## src/rtl/gei_pkg.sv

```systemverilog
package gei_pkg;
  typedef enum logic [1:0] {
    PG_DATA = 2'b00,
    PG_DIR  = 2'b01,
    PG_EN   = 2'b10,
    PG_PEND = 2'b11
  } page_e;

  localparam int PAGE_FIELD_W = 2;
endpackage

```

## src/rtl/gei_sync.sv

```systemverilog
module gei_sync #(
  parameter int W      = 8,
  parameter int STAGES = 2
) (
  input  logic         clk,
  input  logic         rst_n,
  input  logic [W-1:0] d,
  output logic [W-1:0] q
);
  logic [W-1:0] chain [STAGES];

  generate
    for (genvar s = 0; s < STAGES; s++) begin : g_stage
      if (s == 0) begin : g_first
        always_ff @(posedge clk or negedge rst_n)
          if (!rst_n) chain[0] <= '0;
          else        chain[0] <= d;
      end else begin : g_next
        always_ff @(posedge clk or negedge rst_n)
          if (!rst_n) chain[s] <= '0;
          else        chain[s] <= chain[s-1];
      end
    end
  endgenerate

  assign q = chain[STAGES-1];
endmodule

```

## src/rtl/gei_edge_port.sv

```systemverilog
module gei_edge_port #(
  parameter int W = 8
) (
  input  logic         clk,
  input  logic         rst_n,
  input  logic [W-1:0] line_i,
  input  logic         wr_dir,
  input  logic         wr_en,
  input  logic         wr_clr,
  input  logic [W-1:0] wdata,
  output logic [W-1:0] dir_o,
  output logic [W-1:0] en_o,
  output logic [W-1:0] pend_o
);
  logic [W-1:0] dir_q, en_q, pend_q, prev_q;
  logic [W-1:0] rise, fall, hit, set, drop, pend_d;

  assign rise   = line_i & ~prev_q;
  assign fall   = ~line_i & prev_q;
  assign hit    = (dir_q & rise) | (~dir_q & fall);
  assign set    = hit & en_q;
  assign drop   = (wr_clr ? {W{1'b1}} : '0) | (wr_en ? ~wdata : '0);
  assign pend_d = set | (pend_q & ~drop);

  always_ff @(posedge clk or negedge rst_n) begin
    if (!rst_n) begin
      dir_q  <= '0;
      en_q   <= '0;
      pend_q <= '0;
      prev_q <= '0;
    end else begin
      prev_q <= line_i;
      pend_q <= pend_d;
      if (wr_dir) dir_q <= wdata;
      if (wr_en)  en_q  <= wdata;
    end
  end

  assign dir_o  = dir_q;
  assign en_o   = en_q;
  assign pend_o = pend_q;

  // a bit newly pending must have been enabled in the cycle before
  a_r6_set_needs_enable: assert property (@(posedge clk) disable iff (!rst_n)
    1'b1 |=> ((pend_q & ~$past(pend_q) & ~$past(en_q)) == '0));

  // a clear with no coinciding edge empties the port
  a_r7_clear_all: assert property (@(posedge clk) disable iff (!rst_n)
    (wr_clr && !wr_en && set == '0) |=> (pend_q == '0));

  // a disabled bit loses its flag unless a new edge set it
  a_r8_disable_clears: assert property (@(posedge clk) disable iff (!rst_n)
    wr_en |=> ((pend_q & ~$past(wdata) & ~$past(set)) == '0));

  // a detected enabled edge always lands in the pending register
  a_r9_set_wins: assert property (@(posedge clk) disable iff (!rst_n)
    (set != '0) |=> ((pend_q & $past(set)) == $past(set)));
endmodule

```

## src/rtl/gei_paged_irq.sv

```systemverilog
module gei_paged_irq
  import gei_pkg::*;
#(
  parameter int NPORT = 3,
  parameter int PW    = 8,
  parameter int AW    = $clog2(NPORT + 1)
) (
  input  logic                clk,
  input  logic                rst_n,
  input  logic [NPORT*PW-1:0] gpio_i,
  input  logic [AW-1:0]       bus_addr,
  input  logic                bus_wr,
  input  logic [PW-1:0]       bus_wdata,
  output logic [PW-1:0]       bus_rdata,
  output logic                irq_o
);
  localparam logic [AW-1:0] PAGE_ADDR = AW'(NPORT);
  localparam int            TOTAL     = NPORT * PW;

  logic [PW-1:0]    page_q;
  page_e            page_sel;
  logic [TOTAL-1:0] sync_all, dir_all, en_all, pend_all;
  logic             irq_q;

  assign page_sel = page_e'(page_q[PW-1 -: PAGE_FIELD_W]);

  always_ff @(posedge clk or negedge rst_n) begin
    if (!rst_n)                               page_q <= '0;
    else if (bus_wr && bus_addr == PAGE_ADDR) page_q <= bus_wdata;
  end

  gei_sync #(.W(TOTAL), .STAGES(2)) u_sync (
    .clk  (clk),
    .rst_n(rst_n),
    .d    (gpio_i),
    .q    (sync_all)
  );

  generate
    for (genvar p = 0; p < NPORT; p++) begin : g_port
      logic sel;
      assign sel = bus_wr && (bus_addr == AW'(p));
      gei_edge_port #(.W(PW)) u_port (
        .clk   (clk),
        .rst_n (rst_n),
        .line_i(sync_all[p*PW +: PW]),
        .wr_dir(sel && page_sel == PG_DIR),
        .wr_en (sel && page_sel == PG_EN),
        .wr_clr(sel && page_sel == PG_PEND),
        .wdata (bus_wdata),
        .dir_o (dir_all[p*PW +: PW]),
        .en_o  (en_all[p*PW +: PW]),
        .pend_o(pend_all[p*PW +: PW])
      );
    end
  endgenerate

  always_comb begin
    bus_rdata = '0;
    if (bus_addr == PAGE_ADDR) begin
      bus_rdata = page_q;
    end else begin
      for (int p = 0; p < NPORT; p++) begin
        if (bus_addr == AW'(p)) begin
          unique case (page_sel)
            PG_DATA: bus_rdata = sync_all[p*PW +: PW];
            PG_DIR:  bus_rdata = dir_all[p*PW +: PW];
            PG_EN:   bus_rdata = en_all[p*PW +: PW];
            PG_PEND: bus_rdata = pend_all[p*PW +: PW];
          endcase
        end
      end
    end
  end

  always_ff @(posedge clk or negedge rst_n) begin
    if (!rst_n) irq_q <= 1'b0;
    else        irq_q <= |(pend_all & en_all);
  end
  assign irq_o = irq_q;

  // the page register holds exactly the byte last written to it
  a_r2_page_write: assert property (@(posedge clk) disable iff (!rst_n)
    (bus_wr && bus_addr == PAGE_ADDR) |=> (page_q == $past(bus_wdata)));

  // writes on the data page leave direction and enable untouched
  a_r3_data_page_inert: assert property (@(posedge clk) disable iff (!rst_n)
    (bus_wr && bus_addr != PAGE_ADDR && page_sel == PG_DATA)
      |=> ($stable(dir_all) && $stable(en_all)));

  // the request follows the port state one clock later
  a_r10_irq_follows: assert property (@(posedge clk) disable iff (!rst_n)
    1'b1 |=> (irq_o == $past(|(pend_all & en_all))));
endmodule

```

## config.mk

```make
export PLATFORM = sky130hd
export DESIGN_NAME = gei_paged_irq
export DESIGN_NICKNAME = d
export VERILOG_FILES = /design/src/rtl/gei_pkg.sv /design/src/rtl/gei_sync.sv /design/src/rtl/gei_edge_port.sv /design/src/rtl/gei_paged_irq.sv
export SDC_FILE = /design/constraint.sdc
export NUM_CORES = 1
export LEC_CHECK = 0
export CORE_UTILIZATION = 45
export DETAILED_ROUTE_END_ITERATION = 7
export MAX_ROUTING_LAYER = met4
export PLACE_DENSITY_LB_ADDON = 0.1
export SETUP_SLACK_MARGIN = 0.5
export SKIP_LAST_GASP = 1
export SLEW_MARGIN = 30
export SYNTH_ARGS = -nofsm -noshare
export SYNTH_HDL_FRONTEND = slang
export SYNTH_HIERARCHICAL = 1
export SYNTH_SLANG_ARGS = --single-unit
```

## constraint.sdc

```tcl
create_clock -name clk -period 5.2 [get_ports clk]
set_input_delay 1.04 -clock clk [delete_from_list [all_inputs] [get_ports clk]]
set_output_delay 1.04 -clock clk [all_outputs]
set_load 0.03 [all_outputs]
```

Word level (Yosys, flattened, before mapping). Cells that the tools add are included.

Mux-type cells: 13. Bitwise logic cells: 41. Reduce and logical (&&, ||, !) cells: 16. Eq/ne operators: 6.

Operator list (count): $and A8 B8 Y8 (18); $not A8 Y8 (13); $pmux W8 S4 (3); $mux W8 (10); $or A8 B8 Y8 (9); $and A24 B24 Y24 (1); $reduce_or A24 Y1 (1); $logic_and A1 B1 Y1 (13); $eq A2 B2 Y1 const B (4); $eq A2 B1 Y1 const B (2); $logic_not A2 Y1 (2).

Register bits after elaboration: 153. Output and inout bits: 9. Logic and storage cells: 92. Bits of input ports: 37.

Logic depth before layout (Yosys ltp).
Word-level depth: 8. Mapped depth: 8. Mapped depth without buffers: 4.

Cells and area by module. The synthesis kept the hierarchy.

Modules (own cells, without submodules): gei_edge_port (instances 3, cells each 90, area each 1337.5 um2, seq. area each 800.8 um2); gei_sync (instances 1, cells each 72, area each 1381.3 um2, seq. area each 1201.2 um2); gei_paged_irq (instances 1, cells each 122, area each 1362.6 um2, seq. area each 225.2 um2).

Worst setup path after synthesis. Ideal clock, no wire load.

Path kind: input-to-output. Start: in bus_addr[0]. End: out bus_rdata[7]. Setup slack: 1843 ps. Arrival time: 2317 ps. Buffers on the path: 2. Stages: 5. Cells stage by stage: buf_4 buf_4 nor3b_1 a221oi_1 nor3_1.

Longest elaborated chain between the ends: 5.

RTL lines: start, declared (RTL line gei_paged_irq.sv:11) `input logic [AW-1:0] bus_addr,`; $logic_not A2 Y1 (RTL line gei_paged_irq.sv:64) `if (bus_addr == AW'(p)) begin`; $mux W8 (3 in series) (RTL line gei_paged_irq.sv:64); $mux W8 * (RTL line gei_paged_irq.sv:60) `if (bus_addr == PAGE_ADDR) begin`; end, declared (RTL line gei_paged_irq.sv:14) `output logic [PW-1:0] bus_rdata,`.

Every way passes the cells marked *; elsewhere a longest branch is shown, timed or not.

Final worst setup path.
Start: in bus_addr[1]. End: out bus_rdata[5].

Same word-level chain as after synthesis.

==> results.yml <==
setup_path:
  cp-end-kind: "primary output"
  worst_setup_path_start_kind: "primary input"
  path_class: "primary input to primary output"
  reg2reg_setup_slack_ns: 2.74
  r2r_cells: 4
  critPathArrivalTime_ns: 3.42
  worstReg2RegEnd: "g_port[2].u_port/dir_o[3]$_DFFE_PN0P_"
  critPathMaxFanout: 14
  cp.required_ns: 4.16
  regToRegStartpoint: "page_q[6]$_DFFE_PN0P_"
cells_and_area:
  fin_area_um2: 7760
  antenna_cells: 0
  area_delta_synth_final_pct: 14.9
  utilization_pct: 53.2
  nNetsFinal: 530
  final_cells: 690
  fillers: 1216
  drive_above_1_share_pct: 26.3
placement:
  io_buffers: 45
  dpl-instance-area_um2: 7180
  place_inst: 658
  gp_congestion: 0.807
  hpwl_um: 9430
logic_synthesis:
  synth-seq-cells: 153
  synth-edff-count: 0
  synth_fp_nets: 501
  synth.area.top_cells: "dfrtp_1, mux2_2, mux4_2"
  synth_common_cells: "dfrtp_1, mux2_2, buf_4"
  ys_types: 36
  synth_most_common_cell: "dfrtp_1"
  synth_cells: 464
  ys.flop_type: "dfrtp_1"
  synthArstFlopShare_pct: 100
  syn_area_um2: 6760
  synth_area_per_cell_um2: 14.6
  yosysSeqAreaShare_pct: 56.7
  yosys_warnings: 6
  synth_area_leader_cell: "dfrtp_1"
  yosysTopAreaCellShare_pct: 56.7
die:
  core-area_um2: 14600
  ioPinCount: 46
  initial_core_util_pct: 46.3
  die_area_um2: 15500
  die_h_um: 125
  core.rowCount: 44
  die_w_um: 125
min_path:
  min_to: "u_sync/q[10]$_DFF_PN0_"
  holdPathStages: 0
  min_path_type: "flip-flop to flip-flop"
  hold_start: "u_sync/chain[34]$_DFF_PN0_"
grt:
  grt_pass1_vias: 4240
  gr-usage-met2_pct: 31.2
  antenna_found_initial: 0
  met3_usage_pct: 5.15
  grt_max_degree: 77
  use_met1_pct: 28.6
  track_usage_pct: 21.1
  overflow: 0
  busiest_layer: "met2"
  grt_pass1_wl_um: 24000
timing:
  drv_slew: 0
  relSlewSlack_pct: 35.2
  period_share_pct: 85.8
  setup_viol: 0
  finalClockSkew_ns: 0.0193
  rsz0062_at_grt: "no"
  finalHoldViolations: 0
  period_needed_ns: 4.46
  worst_pin_slew_ns: 0.969
  clock.fmax_mhz: 224
  setup_tns_ns: 0
job:
  maxCapViolCount: 0
detailed_routing:
  drc: 0
  wirelength_um: 14400
  via_count: 4014
  wl_per_cell_um: 20.9
  drtAntennaViolNets: 0
  drtPass1Iterations: 5
  drt-initial-drc-count: 311
  viasPerCell: 5.82
pwr:
  clockPowerShare_pct: 31.1
  powerDensity_nw_per_um2: 501
  seqPwrFrac_pct: 46.3
  p_leak_nw: 3.16
  internal_power_mw: 2.68
  pwr-share-comb_pct: 22.6
  p_switching_mw: 1.21
  peakVddDrop_mv: 0.263
  switching_share_pct: 31.1
clock_network:
  clk_pin_slew_ns: 0.06
  post_cts_resize_count: 0
  cts.sink_count: 153
  post_cts.repair.setup_buffers: 0
  cts_buffer_depth: 2
  ctsHoldBuffers: 0
  cts_tree: "done"
  htreeDepth: 4
  ctsRootBufferMaster: "clkbuf_16"
  clock_latency_ns: 0.44
  cts_made_buffers: 17
run_status:
  status: "completed"
## how the worst max path moves through the flow
| stage | from | endpoint | slack [ns] | depth (start not counted) |
|---|---|---|---|---|
| after floorplan | bus_addr[0] | bus_rdata[7] | 1.84 | 5 |
| after global placement | bus_addr[1] | bus_rdata[5] | 0.93 | 5 |
| after detailed placement | bus_addr[1] | bus_rdata[1] | 0.85 | 5 |
| after CTS | bus_addr[1] | bus_rdata[1] | 0.85 | 5 |
| after global routing | bus_addr[1] | bus_rdata[5] | 0.59 | 5 |
| final | bus_addr[1] | bus_rdata[5] | 0.74 | 5 |
## cells in the final DEF (no fill, tap or decap), types with 2 or more instances in the layout
cell type / Yosys / final
mux2_2: 56 / 56
clkinvlp_4: 0 / 4
a221oi_1: 2 / 2
nor2b_1: 19 / 19
a22oi_1: 10 / 10
a21oi_1: 6 / 6
clkdlybuf4s50_1: 0 / 44
o311ai_2: 6 / 6
nor2_1: 13 / 10
a31oi_1: 2 / 2
nor2b_4: 6 / 6
nand4bb_1: 24 / 24
o22ai_1: 6 / 6
nand3_1: 2 / 2
nor2_2: 0 / 3
nand3b_1: 2 / 2
inv_6: 0 / 7
inv_8: 0 / 2
dfrtp_1: 153 / 152
mux4_1: 2 / 2
nor3_1: 2 / 2
nand4b_1: 24 / 24
mux4_2: 19 / 19
inv_1: 24 / 24
clkbuf_16: 0 / 17
nand2b_1: 3 / 3
o21ai_0: 2 / 2
and2b_1: 2 / 2
nand4_1: 3 / 3
mux2i_1: 9 / 9
o311ai_1: 18 / 18
buf_4: 31 / 7
## sequential cells by signal (all words and copies together), names as in the netlist
signal / flops
g_port.u_port/prev_q: 24
u_sync/chain: 24
g_port.u_port/en_o: 24
g_port.u_port/dir_o: 24
u_sync/q: 24
g_port.u_port/pend_o: 24
irq_o: 1
page_q: 8
## per-layer routing
metal | share of wire (%) | routed length [um]
met2 | 48 | 6970
met4 | 1.1 | 154
met3 | 4.1 | 596
met5 | 0 | 0
met1 | 47 | 6720
## area by class of cell
class	count	area, um^2	area share [%]
well taps	184	230	2.97
inverters	24	90.1	1.16
multi-input cells	245	2530	32.6
flip-flops and latches	153	3830	49.3
clock inverters	15	153	1.97
repair buffers	52	504	6.50
clock buffers	17	425	5.48
## stage by stage
step	hold slack, ns	setup WS, ns	power (mW)
global placement	0.331	0.933	2.67
floorplan	0.331	1.84	2.39
CTS	0.349	0.852	3.93
detailed placement	0.335	0.854	2.70
finish	0.347	0.740	3.89
global route	0.353	0.587	4.10
## critical path, cell delays in order
cell and delay [ns]:
clkdlybuf4s50_1 0.78, nand2b_1 0.46, o22ai_1 0.15, a21oi_1 0.25, clkdlybuf4s50_1 0.73
## power groups by stage
stage / logic (mW) / clock network, mW / registers [mW]
finish: 0.878 / 1.21 / 1.80
global route: 0.951 / 1.30 / 1.85
CTS: 0.891 / 1.24 / 1.80
detailed placement: 0.886 / 0 / 1.82
global placement: 0.872 / 0 / 1.80
floorplan: 0.699 / 0 / 1.69
## cell families after synthesis
logic type | after synthesis | synth area share [%]
AOI/OAI and AO/OA | 56 | 7.00
buffers and inverters | 66 | 6.02
DFF | 153 | 56.7
muxes | 87 | 18.0
and+or+nand+nor | 102 | 12.3
Power figures use the tool's default switching activity.
